==> config.mk <==
export PLATFORM = sky130hd
export DESIGN_NAME = adc_read_ctrl
export DESIGN_NICKNAME = d
export VERILOG_FILES = /design/src/rtl/adcrd_pkg.sv /design/src/rtl/adcrd_clkdiv.sv /design/src/rtl/adcrd_fsm.sv /design/src/rtl/adc_read_ctrl.sv
export SDC_FILE = /design/constraint.sdc
export NUM_CORES = 1
export LEC_CHECK = 0
export ABC_AREA = 1
export CELL_PAD_IN_SITES_DETAIL_PLACEMENT = 1
export CELL_PAD_IN_SITES_GLOBAL_PLACEMENT = 1
export CORE_MARGIN = 3
export CORE_UTILIZATION = 40
export DETAILED_ROUTE_END_ITERATION = 7
export DONT_BUFFER_PORTS = 1
export GPL_TIMING_DRIVEN = 0
export PLACE_DENSITY_LB_ADDON = 0.1
export SYNTH_ARGS = -nofsm -noshare
export SYNTH_HDL_FRONTEND = slang
export SYNTH_SLANG_ARGS = --single-unit
==> constraint.sdc <==
create_clock -name clk_i -period 2.3 [get_ports clk_i]
set_clock_uncertainty 0.1 [all_clocks]
set_input_delay 0.46 -clock clk_i [delete_from_list [all_inputs] [get_ports clk_i]]
set_output_delay 0.46 -clock clk_i [all_outputs]
set_load 0.005 [all_outputs]
==> src/rtl/adcrd_pkg.sv <==
package adcrd_pkg;
  typedef enum logic [3:0] {
    ST_IDLE, ST_SETUP, ST_START, ST_WAIT, ST_RD1, ST_GAP, ST_RD2, ST_DONE, ST_HOLD
  } state_e;

  function automatic logic [3:0] div_ratio(input logic [1:0] sel);
    return 4'd1 << sel;
  endfunction
endpackage

==> src/rtl/adcrd_clkdiv.sv <==
module adcrd_clkdiv (
  input  logic       clk_i,
  input  logic       rst_ni,
  input  logic [1:0] div_sel_i,
  output logic [3:0] ratio_o,
  output logic       adc_clk_o
);
  import adcrd_pkg::*;

  logic [3:0] cnt_q;
  logic       clk_q;

  assign ratio_o   = div_ratio(div_sel_i);
  assign adc_clk_o = clk_q;

  // >= keeps the counter sane when the ratio shrinks mid-count
  always_ff @(posedge clk_i or negedge rst_ni) begin
    if (!rst_ni) begin
      cnt_q <= '0;
      clk_q <= 1'b0;
    end else if (cnt_q >= ratio_o - 4'd1) begin
      cnt_q <= '0;
      clk_q <= ~clk_q;
    end else begin
      cnt_q <= cnt_q + 4'd1;
    end
  end
endmodule

==> src/rtl/adcrd_fsm.sv <==
module adcrd_fsm #(
  parameter int START_LOW = 2,
  parameter int RD_LOW    = 3,
  parameter int RD_HIGH   = 2,
  parameter int TO_W      = 12,
  parameter int CH_W      = 2,
  parameter int DW        = 16
) (
  input  logic            clk_i,
  input  logic            rst_ni,
  input  logic [3:0]      ratio_i,
  input  logic [TO_W-1:0] timeout_lim_i,
  input  logic            req_valid_i,
  output logic            req_ready_o,
  input  logic [CH_W-1:0] req_chan_i,
  input  logic            byte_mode_i,
  output logic            adc_cs_no,
  output logic            adc_conv_no,
  output logic            adc_rd_no,
  output logic            adc_byte_o,
  output logic [CH_W-1:0] adc_addr_o,
  input  logic            adc_busy_i,
  input  logic [DW-1:0]   adc_data_i,
  output logic            res_valid_o,
  output logic [DW-1:0]   res_data_o,
  output logic [CH_W-1:0] res_chan_o,
  output logic            res_first_o,
  output logic            timeout_o
);
  import adcrd_pkg::*;

  localparam int CNT_W = (TO_W > 8) ? TO_W : 8;
  localparam int HALF  = DW / 2;
  localparam logic [CNT_W-1:0] START_LAST = CNT_W'(START_LOW - 1);
  localparam logic [CNT_W-1:0] RDL_LAST   = CNT_W'(RD_LOW - 1);
  localparam logic [CNT_W-1:0] RDH_LAST   = CNT_W'(RD_HIGH - 1);

  state_e            state_q;
  logic [CNT_W-1:0]  cnt_q;
  logic [CNT_W-1:0]  hold_last;
  logic [CH_W-1:0]   addr_q, prev_q, tag_q;
  logic              have_prev_q, first_q, narrow_q, seen_q, to_q;
  logic [HALF-1:0]   lo_q;
  logic [DW-1:0]     res_q;

  assign hold_last = CNT_W'(ratio_i) + CNT_W'(ratio_i) + CNT_W'(ratio_i) - CNT_W'(1);

  assign req_ready_o = (state_q == ST_IDLE);
  assign adc_conv_no = (state_q != ST_START);
  assign adc_rd_no   = !(state_q == ST_RD1 || state_q == ST_RD2);
  assign adc_cs_no   = !(state_q == ST_START || state_q == ST_RD1 ||
                         state_q == ST_GAP   || state_q == ST_RD2);
  assign adc_byte_o  = (state_q == ST_GAP || state_q == ST_RD2);
  assign adc_addr_o  = addr_q;
  assign res_valid_o = (state_q == ST_DONE);
  assign res_data_o  = res_q;
  assign res_chan_o  = tag_q;
  assign res_first_o = first_q;
  assign timeout_o   = to_q;

  always_ff @(posedge clk_i or negedge rst_ni) begin
    if (!rst_ni) begin
      state_q     <= ST_IDLE;
      cnt_q       <= '0;
      addr_q      <= '0;
      prev_q      <= '0;
      tag_q       <= '0;
      have_prev_q <= 1'b0;
      first_q     <= 1'b0;
      narrow_q    <= 1'b0;
      seen_q      <= 1'b0;
      to_q        <= 1'b0;
      lo_q        <= '0;
      res_q       <= '0;
    end else begin
      to_q <= 1'b0;
      case (state_q)
        ST_IDLE: if (req_valid_i) begin
          addr_q   <= req_chan_i;
          narrow_q <= byte_mode_i;
          state_q  <= ST_SETUP;
        end
        ST_SETUP: begin
          // converter applies the address one start late: shift the record
          cnt_q       <= '0;
          tag_q       <= prev_q;
          first_q     <= !have_prev_q;
          prev_q      <= addr_q;
          have_prev_q <= 1'b1;
          state_q     <= ST_START;
        end
        ST_START: begin
          if (cnt_q == START_LAST) begin
            cnt_q   <= '0;
            seen_q  <= 1'b0;
            state_q <= ST_WAIT;
          end else cnt_q <= cnt_q + 1'b1;
        end
        ST_WAIT: begin
          if (adc_busy_i) seen_q <= 1'b1;
          if (seen_q && !adc_busy_i) begin
            cnt_q   <= '0;
            state_q <= ST_RD1;
          end else if (cnt_q == CNT_W'(timeout_lim_i)) begin
            to_q    <= 1'b1;
            state_q <= ST_IDLE;
          end else cnt_q <= cnt_q + 1'b1;
        end
        ST_RD1: begin
          if (cnt_q == RDL_LAST) begin
            cnt_q <= '0;
            if (narrow_q) begin
              lo_q    <= adc_data_i[HALF-1:0];
              state_q <= ST_GAP;
            end else begin
              res_q   <= adc_data_i;
              state_q <= ST_DONE;
            end
          end else cnt_q <= cnt_q + 1'b1;
        end
        ST_GAP: begin
          if (cnt_q == RDH_LAST) begin
            cnt_q   <= '0;
            state_q <= ST_RD2;
          end else cnt_q <= cnt_q + 1'b1;
        end
        ST_RD2: begin
          if (cnt_q == RDL_LAST) begin
            cnt_q   <= '0;
            res_q   <= {adc_data_i[HALF-1:0], lo_q};
            state_q <= ST_DONE;
          end else cnt_q <= cnt_q + 1'b1;
        end
        ST_DONE: begin
          cnt_q   <= '0;
          state_q <= ST_HOLD;
        end
        ST_HOLD: begin
          if (cnt_q >= hold_last) state_q <= ST_IDLE;
          else cnt_q <= cnt_q + 1'b1;
        end
        default: state_q <= ST_IDLE;
      endcase
    end
  end
endmodule

==> src/rtl/adc_read_ctrl.sv <==
module adc_read_ctrl #(
  parameter int START_LOW = 2,
  parameter int RD_LOW    = 3,
  parameter int RD_HIGH   = 2,
  parameter int TO_W      = 12,
  parameter int CH_W      = 2,
  parameter int DW        = 16
) (
  input  logic            clk_i,
  input  logic            rst_ni,
  input  logic [1:0]      div_sel_i,
  input  logic [TO_W-1:0] timeout_lim_i,
  input  logic            req_valid_i,
  output logic            req_ready_o,
  input  logic [CH_W-1:0] req_chan_i,
  input  logic            byte_mode_i,
  output logic            adc_clk_o,
  output logic            adc_cs_no,
  output logic            adc_conv_no,
  output logic            adc_rd_no,
  output logic            adc_byte_o,
  output logic [CH_W-1:0] adc_addr_o,
  input  logic            adc_busy_i,
  input  logic [DW-1:0]   adc_data_i,
  output logic            res_valid_o,
  output logic [DW-1:0]   res_data_o,
  output logic [CH_W-1:0] res_chan_o,
  output logic            res_first_o,
  output logic            timeout_o
);
  logic [3:0] ratio;

  adcrd_clkdiv u_clkdiv (
    .clk_i     (clk_i),
    .rst_ni    (rst_ni),
    .div_sel_i (div_sel_i),
    .ratio_o   (ratio),
    .adc_clk_o (adc_clk_o)
  );

  adcrd_fsm #(
    .START_LOW (START_LOW),
    .RD_LOW    (RD_LOW),
    .RD_HIGH   (RD_HIGH),
    .TO_W      (TO_W),
    .CH_W      (CH_W),
    .DW        (DW)
  ) u_fsm (
    .clk_i         (clk_i),
    .rst_ni        (rst_ni),
    .ratio_i       (ratio),
    .timeout_lim_i (timeout_lim_i),
    .req_valid_i   (req_valid_i),
    .req_ready_o   (req_ready_o),
    .req_chan_i    (req_chan_i),
    .byte_mode_i   (byte_mode_i),
    .adc_cs_no     (adc_cs_no),
    .adc_conv_no   (adc_conv_no),
    .adc_rd_no     (adc_rd_no),
    .adc_byte_o    (adc_byte_o),
    .adc_addr_o    (adc_addr_o),
    .adc_busy_i    (adc_busy_i),
    .adc_data_i    (adc_data_i),
    .res_valid_o   (res_valid_o),
    .res_data_o    (res_data_o),
    .res_chan_o    (res_chan_o),
    .res_first_o   (res_first_o),
    .timeout_o     (timeout_o)
  );
endmodule

Word level (Yosys, flattened, before mapping)
Cells that the tools add are included.

Bitwise logic cells: 1. Multiplexer cells: 27. Equality and inequality tests: 23. $add $sub $neg: 6. Reductions and logical operators: 23. $lt $le $gt $ge: 2. Shifts and indexed selects: 1.

Operator list (count): two-way mux 12 bit (5); case mux 12 bit (5 select lines) (1); two-way mux 16 bit (3); two-way mux 4 bit (9); case mux 4 bit (9 select lines) (1); case mux 16 bit (2 select lines) (1); == test 4 x 3 -> 1 bit, second input constant (4); inequality test 2 bit, second input constant (8); adder 12 x 1 -> 12 bit, second input constant (1); adder 12 x 4 -> 12 bit (1); == test 12 x 1 -> 1 bit, second input constant (1); == test 12 bit (1); == test 12 x 2 -> 1 bit, second input constant (1); >= comparator 12 bit (1); subtractor 12 x 1 -> 12 bit, second input constant (1); AND reduction 3 bit (3); == test 4 x 2 -> 1 bit, second input constant (2); AND reduction 7 bit (1); OR reduction 2 bit (3); adder 4 x 4 -> 5 bit (1); logical OR 1 bit (5); two-way mux 1 bit (5); nonzero test 5 bit (1); adder 4 x 1 -> 4 bit, second input constant (1); other kinds (18) (22).

Output and inout port bits: 29. Register bits after elaboration: 56. Word-level logic and storage cells: 97. Input port bits: 37.

Logic depth before layout (Yosys ltp)
Depth after elaboration: 7. Mapped depth: 17. Depth with buffers taken out: 16.

By module
From an unflattened synthesis, not the netlist that was laid out.

Cell total of the unflattened synthesis: 582. Area, all modules: 3966.3 um^2.

Modules (own cells, without submodules): adcrd_fsm (instances 1, area an instance 3653.5 um^2, cells each 541); adcrd_clkdiv (instances 1, area an instance 312.8 um^2, cells each 41).

Worst setup path after synthesis
No wires, ideal clock.

Path kind: in2reg. Start point: input div_sel_i[0]. End point: register u_fsm.cnt_q[9]. Setup slack: 0.417 ns. Stages: 17. Arrival time: 1.669 ns. Path through: inv_1 -> nand2_1 -> ha_1 -> inv_1 -> nand2_1 -> nand2_1 -> nand2_1 -> nand2_1 -> nand2_1 -> nand2_1 -> nand2_2 -> nand2_2 -> nand2_4 -> clkinv_4 -> buf_12 -> nand2_2 -> nand2_2.

Cells in the longest elaborated chain, start to end: 7.

RTL lines: start, declared (RTL line adc_read_ctrl.sv:11) `input logic [1:0] div_sel_i,`; << shifter 1 x 2 -> 4 bit (*) (RTL line adcrd_pkg.sv:7) `return 4'd1 << sel;`; adder 4 x 4 -> 5 bit (RTL line adcrd_fsm.sv:46) `assign hold_last = CNT_W'(ratio_i) + CNT_W'(ratio_i) + CNT_W'(ratio_i) - CNT_W'(1);`; adder 12 x 4 -> 12 bit (*) (RTL line adcrd_fsm.sv:46); subtractor 12 x 1 -> 12 bit (*) (RTL line adcrd_fsm.sv:46); >= comparator 12 bit (*) (RTL line adcrd_fsm.sv:139) `if (cnt_q >= hold_last) state_q <= ST_IDLE;`; inequality test 2 bit (no source line) (*); AND reduction 3 bit (no source line) (*); end signal, assigned (RTL line adcrd_fsm.sv:125) `end else cnt_q <= cnt_q + 1'b1;`; end signal, assigned (RTL line adcrd_fsm.sv:132) `end else cnt_q <= cnt_q + 1'b1;`; end signal, assigned (RTL line adcrd_fsm.sv:140) `else cnt_q <= cnt_q + 1'b1;`; end, declared (RTL line adcrd_fsm.sv:39) `logic [CNT_W-1:0] cnt_q;`.

Every way passes the cells marked *; elsewhere a longest branch is shown, timed or not. A chain may end at the register's enable or synchronous reset.

Final worst setup path
Start point: register u_fsm.state_q[3]. End point: output adc_byte_o.

Cells in the longest elaborated chain, start to end: 2. Elaborated cells on any way between the ends: 3.

RTL lines: start, declared (RTL line adcrd_fsm.sv:38) `state_e state_q;`; start signal, assigned (RTL line adcrd_fsm.sv:63) `state_q <= ST_IDLE;`; start signal, assigned (RTL line adcrd_fsm.sv:81) `state_q <= ST_SETUP;`; start signal, assigned (RTL line adcrd_fsm.sv:90) `state_q <= ST_START;`; == test 4 x 3 -> 1 bit (RTL line adcrd_fsm.sv:53) `assign adc_byte_o = (state_q == ST_GAP || state_q == ST_RD2);`; logical OR 1 bit (*) (RTL line adcrd_fsm.sv:53); end, declared (RTL line adc_read_ctrl.sv:21) `output logic adc_byte_o,`.

Marks and branches as above.

==> out/results.txt <==
Status: finished, final reports clean
Area leader, netlist: dfrtp_1
Crit Path Category: flip-flop to output pin
Peak supply drop: 445 uV
Yosys top cell area share: 0.373
Final #Nets: 562
Top cells by count, synth: 146 x nand2_1, 56 x dfrtp_1, 53 x inv_1, 37 x nand3_1, 37 x nor2_1
Sink Count: 56
DR iter-0 viols: 81
Post-DP Area: 3890 um^2
Area grow syn2layout: 7.27%
Synthesized cell area: 3750 um^2
Largest fanout on the critical path: 10
Total routed wirelength: 9810 um
# hold bufs at CTS: 2
Leak: 0.00215 uW
Hold path depth: 1
Internal power: 2350 uW
Synth top area cells: dfrtp_1 37%, nand2_1 15%, inv_1 5.3%
Syn. warnings: 0
Fmax: 470 MHz
Core area: 8930 um^2
Final hold violation count: 0
Die width: 103 um
Site row count: 34
Tmin final: 2.13 ns
Vias in the first global route: 3313
Startpoint types: flip-flop
Combinational power share: 0.476
DR vias/cell: 5.24
Clock power share: 0.139
CP max stage delay: 0.48 ns
Worst r2r dst: u_fsm.state_q[1]
Slew HR: 0.586
Finished Cell Area: 4030 um^2
Global-route wire length before repair: 16400 um
Setup_tns: 0 ns
H-tree depth: 2
P_sw: 1930 uW
Met3 Track Usage GR: 0.0311
CTS clk-pin slew, worst paths: 0.12 ns
GR Util All Layers: 0.195
Reg2Reg Setup Slack: 0.22 ns
CTS buffer count: 5
Synth async-reset ratio: 1.00
Worst Hold Path EP: u_fsm.lo_q[2]
Grt peak-use layer: met2
Mux cell area share after synthesis: 0.0507
Worst-margin pin slew: 0.621 ns
Clk root buf: clkbuf_8
Critical-path cell list: inv_2, nand2_4, inv_2, nand2_2, buf_2, nand2_1
DRC Markers: 0
Power density cells: 1060 nW/um^2
IO Pins: 66
Worst min path class: input pin to flip-flop
Fillers: 1145
Synth Area in XOR/XNOR: 0.0187
Starting Density: 0.420
N_diodes: 0
Die Area: 10600 um^2
Synthesized instance count: 501
Main synth FF type: dfrtp_1
Worst Hold Launch: adc_data_i[2]
Pwr Total: 4280 uW
Flop pwr share: 0.385
Unique masters post-synth: 32
Mean Syn Cell Area: 7.49 um^2
Top-count cell post-synth: nand2_1
GP Congestion: 0.841
Tcrit/Tclk final: 0.926
Die height: 103 um
RSZ-0062 raised after global routing: false
Largest family of logic cells by synthesized area: simple AND/OR/NAND/NOR gates
Synthesized flop and latch total: 56
Post-CTS Resized: 0
Worst endpoint required time: 1.74 ns
CTS tree: built
Port-buffer cells: 0
Final core occ: 0.451
Number of enable flip-flop cells after synthesis: 0
Total area of sequential cells: 1400 um^2
Most frequent CP cell: inv_2
Seq/Total Area, Yosys: 0.373
Data arrival time of the critical path: 1.57 ns
Max-Cap Viols: 0
Clock buffer depth: 2
Final Instance Count excl. Fillers: 620
Dpl cells: 610
Multi-input logic area: 1990 um^2
Crit end category: output pin
Initial antenna violation count: 0
Post-synthesis simple-gate area fraction: 0.336
Post-DP HPWL: 7520 um
Final antenna-violating net count: 0
Skew-Pair Late Insertion Delay: 0.32 ns
R2r startpoint: u_fsm.cnt_q[1]
Via count: 3249
Largest net degree at the start of global routing: 57
Met1 Usage GRT: 0.255
Max-slew violations: 0
Gr ovfl total: 0
DRT Pass-1 Iters: 4
Worst path slowest cell: dfrtp_1
Synth Area in Compound Gates: 0.0774
Layout cell share with drive strength beyond 1: 0.170
Wire per inst: 15.8 um
Final setup viols: 0
Synth Area in Adders: 0.0467
R2R depth: 10
Postcts setup bufs: 0
GR Util met2: 0.348
Switching portion of total power: 0.451
==> cells in the final DEF (no fill, tap or decap), types with 3 or more instances in the layout <==
cell type / n
nand4_1: 8
nand4_2: 4
nor2_2: 9
xor2_1: 3
dfrtp_1: 56
o21ai_0: 17
inv_2: 8
nand3_1: 37
mux2_2: 8
clkbuf_8: 5
o21ai_1: 15
nor2_1: 37
mux2i_1: 7
nand2_1: 146
ha_1: 14
a21oi_1: 8
o31ai_1: 7
buf_6: 5
o211ai_1: 5
nand2_2: 28
buf_2: 8
inv_1: 53
xnor2_1: 5
==> state kept, by name, summed over array words and instances (netlist names) <==
signal / count
u_fsm.have_prev_q: 1
u_fsm.res_chan_o: 2
u_fsm.timeout_o: 1
u_fsm.res_data_o: 16
u_fsm.seen_q: 1
u_fsm.state_q: 4
u_fsm.res_first_o: 1
u_clkdiv.adc_clk_o: 1
u_fsm.lo_q: 8
u_fsm.cnt_q: 12
u_fsm.adc_addr_o: 2
u_fsm.narrow_q: 1
u_clkdiv.cnt_q: 4
u_fsm.prev_q: 2
==> routing by layer <==
layer / routed length, um / vias to the layer above
met5: 0 / -
met4: 60 / 0
met3: 383 / 8
met2: 4910 / 59
met1: 4460 / 1561
li1: - / 1621
==> cell type report <==
class,instances,area share
Buffer,16,0.0308
Clock buffer,5,0.0171
Clock inverter,3,0.00684
Inverter,62,0.0591
Multi-Input combinational cell,368,0.495
Sequential cell,56,0.348
Tap cell,108,0.0336
Timing Repair Buffer,2,0.00933
==> through the flow <==
stage | hold WS, ns | worst slack, ns
detailed placement | 0.0675 | 0.141
global route | 0.149 | 0.0208
finish | 0.178 | 0.170
global placement | 0.0660 | 0.172
floorplan | 0.0644 | 0.417
CTS | 0.171 | 0.163
==> power by group through the flow <==
stage | sequential, uW | clock, uW | combinational [uW]
after detailed placement | 1670 | 0 | 2050
after global routing | 1700 | 666 | 2330
final | 1640 | 594 | 2040
after floorplan | 1580 | 0 | 1610
after CTS | 1650 | 619 | 2080
after global placement | 1660 | 0 | 1980
==> critical path: cells and delay by family (launching register included) <==
family	cells	cell delay, ns
flip-flops	1	0.48
buffers and inverters	3	0.41
AND/OR/NAND/NOR	3	0.36
==> kinds of logic (layout without fill, tap and decap cells) <==
group	Yosys count	in the layout
simple gates	275	275
buf+inv	78	88
flops	56	56
compound gates	52	52
mux	17	17
fa+ha+maj	14	14
xor+xnor	8	8
other cells	1	2
==> worst max-delay path by stage <==
| stage | slack (ns) | depth (start not counted) | end | start |
|---|---|---|---|---|
| after global placement | 0.17 | 17 | u_fsm.cnt_q[9] | div_sel_i[0] |
| final | 0.17 | 6 | adc_byte_o | u_fsm.state_q[3] |
| after floorplan | 0.42 | 17 | u_fsm.cnt_q[9] | div_sel_i[0] |
| after detailed placement | 0.14 | 17 | u_fsm.cnt_q[1] | div_sel_i[0] |
| after CTS | 0.16 | 6 | adc_byte_o | u_fsm.state_q[3] |
| after global routing | 0.02 | 16 | u_fsm.cnt_q[3] | u_fsm.cnt_q[0] |
Power figures use the tool's default switching activity.
